### src/rtl/rs_pkg.sv
package rs_pkg;

    localparam int TAG_W  = 4;
    localparam int DATA_W = 16;
    localparam int OP_W   = 4;

    typedef struct packed {
        logic              rdy;
        logic [TAG_W-1:0]  tag;
        logic [DATA_W-1:0] val;
    } rs_opnd_t;

    // Replace a pending tag by a broadcast value when the tags match.
    function automatic rs_opnd_t rs_snoop(rs_opnd_t o, logic hit_v,
                                          logic [TAG_W-1:0] hit_tag,
                                          logic [DATA_W-1:0] hit_data);
        rs_opnd_t r;
        r = o;
        if (!o.rdy && hit_v && (o.tag == hit_tag)) begin
            r.rdy = 1'b1;
            r.val = hit_data;
        end
        return r;
    endfunction

endpackage

### src/rtl/rsv_slot.sv
module rsv_slot
    import rs_pkg::*;
#(
    parameter int AGE_W = 2
) (
    input  logic              clk,
    input  logic              rst_n,
    input  logic              flush,
    input  logic              alloc_we,
    input  logic [OP_W-1:0]   alloc_op,
    input  logic [TAG_W-1:0]  alloc_dst,
    input  rs_opnd_t          alloc_a,
    input  rs_opnd_t          alloc_b,
    input  logic [AGE_W-1:0]  alloc_age,
    input  logic              cdb_valid,
    input  logic [TAG_W-1:0]  cdb_tag,
    input  logic [DATA_W-1:0] cdb_data,
    input  logic              leave,
    input  logic              issue_fire,
    input  logic [AGE_W-1:0]  issue_age,
    output logic              valid,
    output logic              ready,
    output logic [AGE_W-1:0]  age,
    output logic [OP_W-1:0]   op,
    output logic [TAG_W-1:0]  dst,
    output logic [DATA_W-1:0] a_val,
    output logic [DATA_W-1:0] b_val
);

    typedef struct packed {
        logic             valid;
        logic [OP_W-1:0]  op;
        logic [TAG_W-1:0] dst;
        rs_opnd_t         a;
        rs_opnd_t         b;
        logic [AGE_W-1:0] age;
    } slot_t;

    slot_t slot_q, slot_d;

    always_comb begin
        slot_d   = slot_q;
        slot_d.a = rs_snoop(slot_q.a, cdb_valid, cdb_tag, cdb_data);
        slot_d.b = rs_snoop(slot_q.b, cdb_valid, cdb_tag, cdb_data);
        // an older slot left: close the gap in the ranking
        if (slot_q.valid && issue_fire && (slot_q.age > issue_age)) begin
            slot_d.age = slot_q.age - 1'b1;
        end
        if (leave) begin
            slot_d.valid = 1'b0;
        end
        if (alloc_we) begin
            slot_d.valid = 1'b1;
            slot_d.op    = alloc_op;
            slot_d.dst   = alloc_dst;
            slot_d.a     = rs_snoop(alloc_a, cdb_valid, cdb_tag, cdb_data);
            slot_d.b     = rs_snoop(alloc_b, cdb_valid, cdb_tag, cdb_data);
            slot_d.age   = alloc_age;
        end
        if (flush) begin
            slot_d.valid = 1'b0;
        end
    end

    always_ff @(posedge clk) begin
        if (!rst_n) begin
            slot_q <= '0;
        end else begin
            slot_q <= slot_d;
        end
    end

    assign valid = slot_q.valid;
    assign ready = slot_q.valid && slot_q.a.rdy && slot_q.b.rdy;
    assign age   = slot_q.age;
    assign op    = slot_q.op;
    assign dst   = slot_q.dst;
    assign a_val = slot_q.a.val;
    assign b_val = slot_q.b.val;


    leave_ready_chk: assert property (@(posedge clk) disable iff (!rst_n)
        leave |-> (slot_q.valid && slot_q.a.rdy && slot_q.b.rdy));


    snoop_capture_chk: assert property (@(posedge clk) disable iff (!rst_n)
        (slot_q.valid && !slot_q.a.rdy && !alloc_we && cdb_valid && (cdb_tag == slot_q.a.tag))
        |=> (slot_q.a.rdy && (slot_q.a.val == $past(cdb_data))));

endmodule

### src/rtl/rsv_pick.sv
module rsv_pick #(
    parameter int N     = 4,
    parameter int AGE_W = 2
) (
    input  logic [N-1:0]            req,
    input  logic [N-1:0][AGE_W-1:0] age,
    output logic [N-1:0]            grant,
    output logic                    any
);

    logic [AGE_W-1:0] best;

    // lowest rank among requesters is the earliest allocated
    always_comb begin
        grant = '0;
        any   = 1'b0;
        best  = '1;
        for (int i = 0; i < N; i++) begin
            if (req[i] && (!any || (age[i] < best))) begin
                best     = age[i];
                grant    = '0;
                grant[i] = 1'b1;
                any      = 1'b1;
            end
        end
    end

endmodule

### src/rtl/rsv_station.sv
module rsv_station
    import rs_pkg::*;
#(
    parameter int ENTRIES = 4
) (
    input  logic              clk,
    input  logic              rst_n,
    input  logic              flush,
    input  logic              alloc_valid,
    input  logic [OP_W-1:0]   alloc_op,
    input  logic [TAG_W-1:0]  alloc_dst,
    input  logic              alloc_a_rdy,
    input  logic [TAG_W-1:0]  alloc_a_tag,
    input  logic [DATA_W-1:0] alloc_a_val,
    input  logic              alloc_b_rdy,
    input  logic [TAG_W-1:0]  alloc_b_tag,
    input  logic [DATA_W-1:0] alloc_b_val,
    output logic              full,
    input  logic              cdb_valid,
    input  logic [TAG_W-1:0]  cdb_tag,
    input  logic [DATA_W-1:0] cdb_data,
    output logic              issue_valid,
    input  logic              issue_ready,
    output logic [OP_W-1:0]   issue_op,
    output logic [TAG_W-1:0]  issue_dst,
    output logic [DATA_W-1:0] issue_a,
    output logic [DATA_W-1:0] issue_b
);

    localparam int AGE_W = (ENTRIES > 1) ? $clog2(ENTRIES) : 1;
    localparam int CNT_W = $clog2(ENTRIES + 1);

    logic [ENTRIES-1:0]              slot_valid, slot_ready, grant, alloc_sel;
    logic [ENTRIES-1:0][AGE_W-1:0]   slot_age;
    logic [ENTRIES-1:0][OP_W-1:0]    slot_op;
    logic [ENTRIES-1:0][TAG_W-1:0]   slot_dst;
    logic [ENTRIES-1:0][DATA_W-1:0]  slot_a, slot_b;
    logic [CNT_W-1:0]                occ;
    logic [AGE_W-1:0]                alloc_age, issue_age;
    logic                            any_ready, alloc_fire, issue_fire, found;
    rs_opnd_t                        in_a, in_b;

    assign in_a = '{rdy: alloc_a_rdy, tag: alloc_a_tag, val: alloc_a_val};
    assign in_b = '{rdy: alloc_b_rdy, tag: alloc_b_tag, val: alloc_b_val};

    always_comb begin
        occ = '0;
        for (int i = 0; i < ENTRIES; i++) begin
            occ = occ + CNT_W'(slot_valid[i]);
        end
    end

    assign full        = (occ == CNT_W'(ENTRIES));
    assign alloc_fire  = alloc_valid && !full && !flush;
    assign issue_valid = any_ready && !flush;
    assign issue_fire  = issue_valid && issue_ready;
    assign alloc_age   = AGE_W'(occ - CNT_W'(issue_fire));

    // lowest free slot takes the new instruction
    always_comb begin
        alloc_sel = '0;
        found     = 1'b0;
        for (int i = 0; i < ENTRIES; i++) begin
            if (!slot_valid[i] && !found) begin
                alloc_sel[i] = alloc_fire;
                found        = 1'b1;
            end
        end
    end

    for (genvar g = 0; g < ENTRIES; g++) begin : g_slot
        rsv_slot #(.AGE_W(AGE_W)) u_slot (
            .clk        (clk),
            .rst_n      (rst_n),
            .flush      (flush),
            .alloc_we   (alloc_sel[g]),
            .alloc_op   (alloc_op),
            .alloc_dst  (alloc_dst),
            .alloc_a    (in_a),
            .alloc_b    (in_b),
            .alloc_age  (alloc_age),
            .cdb_valid  (cdb_valid),
            .cdb_tag    (cdb_tag),
            .cdb_data   (cdb_data),
            .leave      (grant[g] && issue_fire),
            .issue_fire (issue_fire),
            .issue_age  (issue_age),
            .valid      (slot_valid[g]),
            .ready      (slot_ready[g]),
            .age        (slot_age[g]),
            .op         (slot_op[g]),
            .dst        (slot_dst[g]),
            .a_val      (slot_a[g]),
            .b_val      (slot_b[g])
        );
    end

    rsv_pick #(.N(ENTRIES), .AGE_W(AGE_W)) u_pick (
        .req   (slot_ready),
        .age   (slot_age),
        .grant (grant),
        .any   (any_ready)
    );

    always_comb begin
        issue_op  = '0;
        issue_dst = '0;
        issue_a   = '0;
        issue_b   = '0;
        issue_age = '0;
        for (int i = 0; i < ENTRIES; i++) begin
            if (grant[i]) begin
                issue_op  = issue_op  | slot_op[i];
                issue_dst = issue_dst | slot_dst[i];
                issue_a   = issue_a   | slot_a[i];
                issue_b   = issue_b   | slot_b[i];
                issue_age = issue_age | slot_age[i];
            end
        end
    end


    grant_onehot_chk: assert property (@(posedge clk) disable iff (!rst_n)
        $onehot0(grant) && ((grant & ~slot_ready) == '0));


    issue_hold_chk: assert property (@(posedge clk) disable iff (!rst_n)
        (issue_valid && !issue_ready) |=> (issue_valid || flush));


    flush_clear_chk: assert property (@(posedge clk) disable iff (!rst_n)
        flush |=> (occ == '0));


    alloc_count_chk: assert property (@(posedge clk) disable iff (!rst_n)
        (alloc_valid && !full && !flush && !issue_fire) |=> (occ == $past(occ) + 1'b1));


    full_block_chk: assert property (@(posedge clk) disable iff (!rst_n)
        (full && alloc_valid && !issue_fire && !flush) |=> full);

endmodule

### config.mk
export PLATFORM = sky130hd
export DESIGN_NAME = rsv_station
export DESIGN_NICKNAME = d
export VERILOG_FILES = /design/src/rtl/rs_pkg.sv /design/src/rtl/rsv_slot.sv /design/src/rtl/rsv_pick.sv /design/src/rtl/rsv_station.sv
export SDC_FILE = /design/constraint.sdc
export NUM_CORES = 1
export LEC_CHECK = 0
export BUFFER_PORTS_ARGS = -buffer_cell sky130_fd_sc_hd__buf_2
export CORE_MARGIN = 1
export CORE_UTILIZATION = 25
export CTS_BUF_LIST = sky130_fd_sc_hd__clkbuf_4 sky130_fd_sc_hd__clkbuf_8
export CTS_CLUSTER_SIZE = 25
export DETAILED_ROUTE_END_ITERATION = 12
export HOLD_SLACK_MARGIN = 0.03
export PLACE_DENSITY = 0.48
export SKIP_LAST_GASP = 1
export SYNTH_ARGS = -nofsm -noshare
export SYNTH_HDL_FRONTEND = slang
export SYNTH_HIERARCHICAL = 1
export SYNTH_SLANG_ARGS = --single-unit
### constraint.sdc
create_clock -name clk -period 5.1 [get_ports clk]
set_input_delay 1.02 -clock clk [delete_from_list [all_inputs] [get_ports clk]]
set_output_delay 1.02 -clock clk [all_outputs]
set_load 0.05 [all_outputs]
==> results of run 1 <==
==> kinds of logic after synthesis <==
logic type	synth area share
fa+ha+maj	0.0162
simple gates	0.126
flops	0.330
xor+xnor	0.0389
mux	0.0510
compound gates	0.260
buf+inv	0.177
==> synth_stat cells, types with 6 or more instances <==
library cell,instances,area [um2]
dfxtp_1,212,4240
buf_4,172,1290
nand2_1,167,627
a22oi_1,108,811
o21ai_0,108,541
a21oi_1,89,445
nor2_1,77,289
mux2i_1,64,641
inv_1,61,229
xnor2_1,52,455
a31oi_1,49,307
a22oi_2,40,500
buf_6,28,315
clkbuf_1,28,105
nand3_1,20,100
o21ai_1,20,100
a2bb2oi_1,16,140
buf_2,16,80.1
ha_1,15,188
and2_1,8,50.1
clkbuf_8,8,110
o21a_1,8,60.1
and2b_2,6,52.6
nand2b_1,6,37.5
==> cell type report <==
type | instances | area share
diodes | 1 | 0.000177
clock buffers | 59 | 0.0516
clock inverters | 4 | 0.00203
inverters | 65 | 0.0172
multi-input cells | 953 | 0.464
flip-flops and latches | 212 | 0.300
well taps | 672 | 0.0594
repair buffers | 185 | 0.106
==> state kept, by name, summed over array words and instances (netlist names) <==
name                  cells
g_slot.u_slot/a_val      64
g_slot.u_slot/b_val      64
g_slot.u_slot/slot_q     40
g_slot.u_slot/dst        16
g_slot.u_slot/op         16
g_slot.u_slot/age         8
g_slot.u_slot/valid       4
==> layout by cell type, fill, tap and decap left out, types with 46 or more instances in the layout <==
cell      count
dfxtp_1     208
clkbuf_8     46
buf_2        79
inv_1        61
o21ai_0     102
xnor2_1      52
nor2_1       77
a22oi_2      59
nand2_1     163
a31oi_1      49
mux2i_1      64
a21oi_1      88
buf_4        56
a22oi_1      89
==> worst max-delay path, stage by stage, from the launching register on <==
cell and delay (ps):
dfxtp_2 320, and3_4 200, and2b_1 180, o221a_4 250, a21o_4 190, a21oi_4 150
mux2_4 330, ha_4 280, nor3b_4 220, a211oi_4 110, buf_12 150, nor4b_4 280
buf_6 190, buf_8 170, a22oi_1 110, nand2_1 170, buf_6 190
==> path summary, 6_finish.rpt <==
kind                                                to  slack [ps]  depth (start not counted)
hold reg to reg    g_slot[2].u_slot/op[2]$_SDFFE_PN0P_         500                          2
setup / recovery                            issue_b[4]          40                         16
hold / removal     g_slot[2].u_slot/op[2]$_SDFFE_PN0P_         500                          2
setup reg to reg  g_slot[1].u_slot/age[1]$_SDFFE_PN0P_         530                         22
==> layer usage <==
layer,global-route usage,vias to the layer above,share of wire
li1,-,5033,-
met1,0.223,5202,0.47
met2,0.254,351,0.45
met3,0.0357,71,0.063
met4,0.0545,6,0.022
met5,0,-,0.0010
==> through the flow <==
stage / hold WS, ps / area, um2 / total power [uW]
2_1_floorplan: 462 / 12800 / 2010
3_3_place_gp: 474 / 12700 / 2120
3_5_place_dp: 485 / 12700 / 2120
4_1_cts: 501 / 13800 / 3790
5_1_grt: 535 / 14200 / 3910
6_report: 497 / 14200 / 3740
==> where the power goes <==
group / leakage [uW] / switching (uW) / internal [uW] / total (uW)
combinational: 0.00297 / 240 / 125 / 365
sequential: 0.00172 / 29.0 / 1700 / 1730
clock: 0.000405 / 741 / 908 / 1650
total: 0.00509 / 1010 / 2730 / 3740
==> timing repair <==
item,in CTS,in global routing
endpoints found under the hold margin,0,0
pin swaps,6,8
cloned,1,3
resized for setup,73,63
setup endpoints to repair,40,38
setup buffers,7,10
==> results.tsv, run 1 <==
metric	value	unit
status	completed	
VDD IR-drop max	214	uV
setup slack after layout	41.6	ps
Max Clk Rate	198	MHz
core box area	0.0504	mm2
root buffer cell	clkbuf_8	
leakage power	0.00509	uW
H-Tree Depth	2	
unrepaired setup endpoints after global routing	true	
Top Ports	118	
Req. time, crit path	4080	ps
clk buf depth	3	
Total Routing Usage GR	0.164	
crit path launch	g_slot[0].u_slot/slot_q[43]$_SDFFE_PN0P_	
Rel. slew slack	0.120	
hold path startpoint	g_slot[2].u_slot/op[2]$_SDFFE_PN0P_	
fin crit period	5060	ps
wire length per cell	20.7	um
post-layout util	0.281	
nets	1547	
number of vias per cell	4.96	
vias in the first global route	10400	
Worst Hold Class	flip-flop to flip-flop	
CTS Buf Count	38	
ratio of total power to cell area	264	mW/mm2
TritonRoute pass-1 iters	5	
Synth async-reset ratio	0	
Final Hold Vio Count	0	
number of routed nets with antenna violations	0	
Reg-to-Reg Start	g_slot[0].u_slot/slot_q[43]$_SDFFE_PN0P_	
Crit Path Category	flip-flop to output port	
Max Slew Vio Count	0	
drt first-iter violations	822	
total number of vias	10700	
initial antenna violation count	6	
I/O Buffers	117	
Placement Setup Slack	-102	ps
Mapped Cells	1494	
Yosys reg bits	212	
clk slew on worst S/H paths	60	ps
Die Y	229	um
synthesized cell area	0.0128	mm2
TritonCTS clock tree	built	
sequential-to-total area share from yosys stat	0.330	
worst skew pair latency	560	ps
dpl hpwl	29700	um
CP endpoint kind	output port	
Critical Path AT	4040	ps
Setup-failing EPs final	0	
Post-Syn Nets	1586	
unique cell type count in the Yosys netlist	67	
Synth warnings	6	
final cycle utilization of the critical path	0.992	
Die X	229	um
cts-stage hold buffer count	0	
Residual DRC	0	
final std cells w/o fill	2151	
max_cap viols	0	
Synth Flop Type	dfxtp_1	
row cnt	82	
initial core utilization	0.255	
largest net degree at the start of global routing	60	
area delta synth->final	10.2	%
type of origin of the critical path	flip-flop	
Crit Path Max Fanout	12	
share of cells above drive strength 1	0.250	
placed cells	2066	
first-pass GRT wire length	65600	um
fillcell total	5369	
multi-input combinational cell area	0.00657	mm2
Fin Clk Skew	17.5	ps
final wirelength	44500	um
syn_area_per_cell	8.60	um2
TNS Setup	0	ps
EDFF count, synth	0	
gr ovfl total	0	
CTS sink count	212	
Final GP Congestion	0.816	
worst slew pin tran	1320	ps
Die ar.	0.0523	mm2
register area	0.00425	mm2
(Power assumes the default switching activity.)
==> run 2, diff against run 1 <==
--- a/config.mk
+++ b/config.mk
@@ -12,7 +12,8 @@
 export CTS_CLUSTER_SIZE = 25
 export DETAILED_ROUTE_END_ITERATION = 12
 export HOLD_SLACK_MARGIN = 0.03
-export PLACE_DENSITY = 0.48
+export MAX_ROUTING_LAYER = met4
+export PLACE_DENSITY = 0.5
 export SKIP_LAST_GASP = 1
 export SYNTH_ARGS = -nofsm -noshare
 export SYNTH_HDL_FRONTEND = slang
==> constraint.sdc (replaced) <==
create_clock -name clk -period 4.1 [get_ports clk]
set_input_delay 0.205 -clock clk [delete_from_list [all_inputs] [get_ports clk]]
set_output_delay 0.205 -clock clk [all_outputs]
set_load 0.05 [all_outputs]
==> run 2 against run 1 <==
Net effect: the flow now finishes with violations (negative setup slack); largest cell class unchanged; die area did not move; flip-flop and latch count did not move; non-clock buffer count up 102; clock skew grew 13 ps; combinational power rose by 43%; routed wire length rose by 1.4%; via count rose by 4.6%; count of clock-buffer cells in the layout increased by 8; cell count up 5.1%.
==> results.tsv, run 2 (same netlist as run 1, synthesis figures left out) <==
metric	value	unit	change
status	finished with violations		
Setup-failing EPs final	43		+43
hold path startpoint	alloc_b_tag[1]		
nets	1650		+6.7%
Hold Crit Depth	3		+1
type of origin of the critical path	flip-flop		
TritonCTS clock tree	built		
Final Hold Vio Count	0		unchanged
largest net degree at the start of global routing	57		-5.0%
Final GP Congestion	0.805		-1.4%
most frequent cells in the layout	dfxtp_1, nand2_1, o21ai_0, a21oi_1, a22oi_1		
final cycle utilization of the critical path	1.03		
Reg2Reg Setup Slack	-130	ps	-660 ps
core box area	0.0504	mm2	unchanged
area delta synth->final	20.6	%	
Top Ports	118		unchanged
drt first-iter violations	893		+8.6%
wire length per cell	20.0	um	-3.5%
slowest cell delay on critical path	330	ps	about the same
TNS Setup	-3290	ps	-3290 ps
CTS Buf Count	39		+2.6%
initial antenna violation count	4		-2
Critical Path AT	4660	ps	+620 ps
Total Routing Usage GR	0.170		+0.00630
Reg-to-Reg End	g_slot[1].u_slot/age[1]$_SDFFE_PN0P_		
worst skew pair latency	570	ps	about the same
final wirelength	45100	um	+1.4%
most common library cell in the layout ignoring fill and taps	dfxtp_1		
Rel. slew slack	0.243		+0.123
TritonRoute pass-1 iters	5		unchanged
setup slack after layout	-132	ps	-174 ps
fillcell total	5330		-0.73%
vias in the first global route	10900		+5.2%
unrepaired setup endpoints after global routing	true		
root buffer cell	clkbuf_8		
total number of vias	11200		+4.6%
multi-input combinational cell area	0.00681	mm2	+3.7%
register area	0.00426	mm2	+0.15%
clk slew on worst S/H paths	60	ps	about the same
clk buf depth	3		unchanged
CP endpoint kind	flip-flop		
critical path cell sequence	and3_4 > and2b_1 > o221a_4 > a21o_4 > a21oi_4 > mux2_4 > ha_4 > nor3b_4 > a211oi_4 > buf_6 > nor4b_4 > buf_6 > a22oi_2 > nand2_2 > inv_1 > ha_4 > nand2b_4 > a2111oi_4 > xnor2_1 > nand2_1 > o211a_1		
first-pass GRT wire length	66900	um	+2.0%
share of cells above drive strength 1	0.279		+0.0290
H-Tree Depth	2		unchanged
I/O Buffers	117		unchanged
max_cap viols	0		unchanged
VDD IR-drop max	170	uV	-20%
leakage power	0.00564	uW	+11%
Die ar.	0.0523	mm2	unchanged
row cnt	82		unchanged
Fin Clk Skew	30.1	ps	+12.6 ps
worst slew pin tran	1130	ps	-184 ps
R2R depth	21		-4.5%
fin crit period	4230	ps	
Crit Path Max Fanout	4		-8
number of vias per cell	4.93		-0.45%
ratio of total power to cell area	315	mW/mm2	+19%
dpl hpwl	28700	um	-3.3%
slowest library cell on the worst path	mux2_4		
Reg-to-Reg Start	g_slot[0].u_slot/slot_q[43]$_SDFFE_PN0P_		
Placement Setup Slack	-99.0	ps	+2.55 ps
number of routed nets with antenna violations	0		unchanged
Die Y	229	um	unchanged
initial core utilization	0.255		unchanged
Max Slew Vio Count	0		unchanged
Die X	229	um	unchanged
Residual DRC	0		unchanged
Crit Path Category	flip-flop to flip-flop		
hold path endpoint	g_slot[3].u_slot/slot_q[19]$_SDFFE_PN0P_		
gr ovfl total	0		unchanged
violated checks	negative setup slack		
Worst Hold Class	primary input to flip-flop		
Max Clk Rate	236	MHz	
Req. time, crit path	4530	ps	+450 ps
CTS sink count	212		unchanged
run 2: final cells by class:
| class | count | area share |
|---|---|---|
| Antenna cell | 2 | 0.000323 |
| Sequential cell | 212 | 0.275 |
| Clock inverter | 2 | 0.00129 |
| Multi-Input combinational cell | 953 | 0.440 |
| Timing Repair Buffer | 287 | 0.160 |
| Tap cell | 672 | 0.0543 |
| Clock buffer | 67 | 0.0538 |
| Inverter | 65 | 0.0157 |
run 2: critical path, delay by kind of cell (launching register included):
family / cells / cell delay (ps)
AND/OR/NAND/NOR: 7 / 1130
flip-flops: 1 / 320
buffers and inverters: 3 / 390
adder cells (fa/ha/maj): 2 / 570
AO/OA/AOI/OAI: 7 / 1210
XOR/XNOR: 1 / 160
multiplexers: 1 / 330
run 2: stage by stage:
step	hold slack (ps)	util	instance area (um2)	cells	power, uW
6_report	62.3	0.308	15500	2260	4890
5_1_grt	36.3	0.308	15500	2260	5090
4_1_cts	30.3	0.304	15300	2249	4950
3_5_place_dp	486	0.259	13000	2090	2640
3_3_place_gp	474	0.259	13000	2090	2630
2_1_floorplan	274	-	13000	1494	2510
run 2: worst max-delay path by stage:
stage | startpoint | slack (ps) | to
3_5_place_dp | g_slot[1].u_slot/slot_q[43]$_SDFFE_PN0P_ | -100 | g_slot[3].u_slot/age[1]$_SDFFE_PN0P_
5_1_grt | g_slot[0].u_slot/slot_q[43]$_SDFFE_PN0P_ | -320 | g_slot[1].u_slot/age[1]$_SDFFE_PN0P_
2_1_floorplan | g_slot[0].u_slot/valid$_SDFFE_PP0P_ | 3 | g_slot[1].u_slot/age[1]$_SDFFE_PN0P_
4_1_cts | g_slot[0].u_slot/slot_q[43]$_SDFFE_PN0P_ | -120 | g_slot[1].u_slot/age[1]$_SDFFE_PN0P_
6_report | g_slot[0].u_slot/slot_q[43]$_SDFFE_PN0P_ | -130 | g_slot[1].u_slot/age[1]$_SDFFE_PN0P_
3_3_place_gp | g_slot[0].u_slot/valid$_SDFFE_PP0P_ | -30 | g_slot[3].u_slot/age[1]$_SDFFE_PN0P_
run 2: metal layers:
layer,global-route usage,wire (um),up-vias
li1,-,-,5238
met1,0.216,20000,5402
met2,0.270,20700,451
met3,0.0373,3520,62
met4,0.0455,969,0
met5,-,0,-
run 2: report_power, final:
part	switching (uW)	internal, uW
clock	942	1280
sequential	32.5	2120
combinational	314	208
total	1290	3600
run 2: repair_timing:
item                                    4_1_cts  5_1_grt
cloned                                        2        3
hold endpoints to repair                    175        0
buffers inserted                             11        6
hold buffers                                 77        0
endpoints found under the setup margin       47       51
resized for setup                           136       24
pin swaps                                    18       11
==> run 3, diff against run 2 <==
--- a/config.mk
+++ b/config.mk
@@ -5,6 +5,7 @@
 export SDC_FILE = /design/constraint.sdc
 export NUM_CORES = 1
 export LEC_CHECK = 0
+export ABC_CLOCK_PERIOD_IN_PS = 4850
 export BUFFER_PORTS_ARGS = -buffer_cell sky130_fd_sc_hd__buf_2
 export CORE_MARGIN = 1
 export CORE_UTILIZATION = 25
@@ -13,7 +14,7 @@
 export DETAILED_ROUTE_END_ITERATION = 12
 export HOLD_SLACK_MARGIN = 0.03
 export MAX_ROUTING_LAYER = met4
-export PLACE_DENSITY = 0.5
+export PLACE_DENSITY = 0.48
 export SKIP_LAST_GASP = 1
 export SYNTH_ARGS = -nofsm -noshare
 export SYNTH_HDL_FRONTEND = slang
==> constraint.sdc (replaced) <==
create_clock -name clk -period 4.85 [get_ports clk]
set_input_delay 0.2425 -clock clk [delete_from_list [all_inputs] [get_ports clk]]
set_output_delay 0.2425 -clock clk [all_outputs]
set_load 0.05 [all_outputs]
==> run 3 against run 2 <==
Net effect: the run now ends clean; critical path depth decreased by 5; global-route usage fell by 0.12 points; sequential share of layout area grew 2.7 points; critical path type is now flip-flop to output port; critical endpoint is now issue_a[15].
==> results.tsv, run 3 (same netlist as run 1, synthesis figures left out) <==
metric	value	unit	change
status	completed		
most frequent cells in the layout	dfxtp_1, nand2_1, buf_2, a22oi_1, o21ai_0		
worst skew pair latency	560	ps	about the same
R2R depth	20		-4.8%
Max Clk Rate	215	MHz	
top sig layer	met4		
clk slew on worst S/H paths	70	ps	about the same
most common library cell in the layout ignoring fill and taps	dfxtp_1		
type of origin of the critical path	flip-flop		
leakage power	0.00516	uW	-8.6%
Max Slew Vio Count	0		unchanged
initial antenna violation count	3		-1
Total Routing Usage GR	0.169		-0.00121
TritonCTS clock tree	built		
Setup-failing EPs final	0		-100%
TritonRoute pass-1 iters	5		unchanged
DR WL met2	20000	um	-3.0%
Reg-to-Reg Start	g_slot[0].u_slot/slot_q[22]$_SDFFE_PN0P_		
max_cap viols	0		unchanged
row cnt	82		unchanged
CP endpoint kind	output port		
worst slew pin tran	1110	ps	-24.9 ps
largest net degree at the start of global routing	61		+7.0%
share of cells above drive strength 1	0.214		-0.0642
core box area	0.0504	mm2	unchanged
Final Hold Vio Count	0		unchanged
Hold Slack	62.8	ps	+0.522 ps
final cycle utilization of the critical path	0.957		
number of vias per cell	4.98		+0.98%
unrepaired setup endpoints after global routing	false		
Critical Path AT	4400	ps	-260 ps
Die X	229	um	unchanged
final wirelength	44000	um	-2.6%
hold path startpoint	alloc_a_val[7]		
dpl hpwl	27700	um	-3.3%
number of routed nets with antenna violations	0		unchanged
drt first-iter violations	923		+3.4%
Fin Clk Skew	21.8	ps	-8.35 ps
Placement Setup Slack	-17.7	ps	+81.3 ps
Reg2Reg Setup Slack	260	ps	+390 ps
hold path endpoint	g_slot[1].u_slot/a_val[7]$_SDFFE_PN0P_		
I/O Buffers	117		unchanged
Crit Path Category	flip-flop to output port		
Req. time, crit path	4610	ps	+80 ps
vias in the first global route	10400		-4.6%
Residual DRC	0		unchanged
ratio of total power to cell area	293	mW/mm2	-7.0%
met3 routed WL	2740	um	-22%
first-pass GRT wire length	66200	um	-1.0%
Die Y	229	um	unchanged
setup slack after layout	209	ps	+341 ps
clk buf depth	3		unchanged
Crit Path Max Fanout	41		+37
wl on met1	20500	um	+2.6%
fin crit period	4640	ps	
slowest cell delay on critical path	350	ps	+20 ps
CTS Buf Count	38		-2.6%
Rel. slew slack	0.254		+0.0119
Reg-to-Reg End	g_slot[0].u_slot/age[1]$_SDFFE_PN0P_		
Worst Hold Class	primary input to flip-flop		
slowest library cell on the worst path	dfxtp_1		
total number of vias	10900		-2.6%
Hold Crit Depth	3		unchanged
initial core utilization	0.255		unchanged
gr ovfl total	0		unchanged
CTS sink count	212		unchanged
Top Ports	118		unchanged
VDD IR-drop max	146	uV	-14%
H-Tree Depth	2		unchanged
wire length per cell	20.2	um	+1.0%
nets	1569		-4.9%
critical path cell sequence	and3_2 > nand2b_1 > o221a_2 > a21o_2 > a21oi_4 > mux2_4 > ha_1 > a21oi_1 > o21ai_1 > a211oi_4 > buf_4 > nor3b_4 > buf_12 > a22oi_2 > nand2_1 > buf_2		
area delta synth->final	9.42	%	
root buffer cell	clkbuf_8		
fillcell total	5402		+1.4%
Final GP Congestion	0.824		+2.4%
Die ar.	0.0523	mm2	unchanged
## run 3: cell types whose count changed in the layout (fill, tap and decap cells not counted), moves of 8 or more
cell	before	now
nand2_1	153	166
buf_6	43	1
dlygate4sd3_1	77	47
buf_4	78	39
a22oi_2	66	40
ha_1	7	15
buf_2	77	117
a22oi_1	82	108
nand2_2	14	1
## run 3: per-stage QoR
step / cells / power (uW) / setup TNS, ps / area (um2) / utilization
floorplan: 1494 / 2120 / 0 / 12800 / -
global placement: 2060 / 2220 / 0 / 12600 / 0.250
detailed placement: 2060 / 2230 / -17.7 / 12600 / 0.250
CTS: 2176 / 4170 / -470 / 14000 / 0.277
global route: 2180 / 4290 / 0 / 14100 / 0.279
finish: 2180 / 4120 / 0 / 14100 / 0.279
## run 3: worst max path at each step
stage,from,end,slack (ps),depth (start not counted)
after floorplan,g_slot[0].u_slot/valid$_SDFFE_PP0P_,g_slot[0].u_slot/age[1]$_SDFFE_PN0P_,250,22
after global placement,g_slot[0].u_slot/slot_q[22]$_SDFFE_PN0P_,g_slot[2].u_slot/age[1]$_SDFFE_PN0P_,240,20
after detailed placement,g_slot[0].u_slot/slot_q[22]$_SDFFE_PN0P_,g_slot[0].u_slot/age[1]$_SDFFE_PN0P_,-20,20
after CTS,g_slot[0].u_slot/slot_q[22]$_SDFFE_PN0P_,issue_a[15],-60,15
after global routing,g_slot[0].u_slot/slot_q[22]$_SDFFE_PN0P_,g_slot[1].u_slot/age[1]$_SDFFE_PN0P_,8,22
final,g_slot[0].u_slot/slot_q[22]$_SDFFE_PN0P_,issue_a[15],210,16
## run 3: layer usage
metal / global-route usage / up-vias
met4: 0.0369 / 0
li1: - / 5079
met1: 0.231 / 5300
met3: 0.0238 / 66
met5: - / -
met2: 0.262 / 419
## run 3: where the power goes
group	leakage [uW]	switching, uW	internal, uW
Clock	0.000452	813	1090
Sequential	0.00172	26.5	1790
Combinational	0.00299	258	152
## run 3: worst max-delay path: cells and delay by family (launching register included)
| kind | cells | cell delay (ps) |
|---|---|---|
| buf+inv | 3 | 840 |
| flops | 1 | 350 |
| mux | 1 | 320 |
| simple gates | 4 | 800 |
| compound gates | 7 | 1180 |
| fa+ha+maj | 1 | 310 |
## run 3: what timing repair did
item | 4_1_cts | 5_1_grt
endpoints found under the setup margin | 42 | 48
hold buffers | 47 | 0
buffers inserted | 0 | 2
gates resized for setup | 7 | 15
pin swaps | 0 | 1
hold endpoints to repair | 123 | 0
gates cloned | 0 | 0
## run 3: final cells by class
type / count / area (um2) / area share
clock buffer: 64 / 793 / 0.0564
tap: 672 / 841 / 0.0598
timing repair buffer: 207 / 1420 / 0.101
antenna: 2 / 5.00 / 0.000356
sequential: 212 / 4240 / 0.302
clock inverter: 5 / 58.8 / 0.00418
multi-input combinational: 953 / 6460 / 0.459
inverter: 65 / 244 / 0.0174
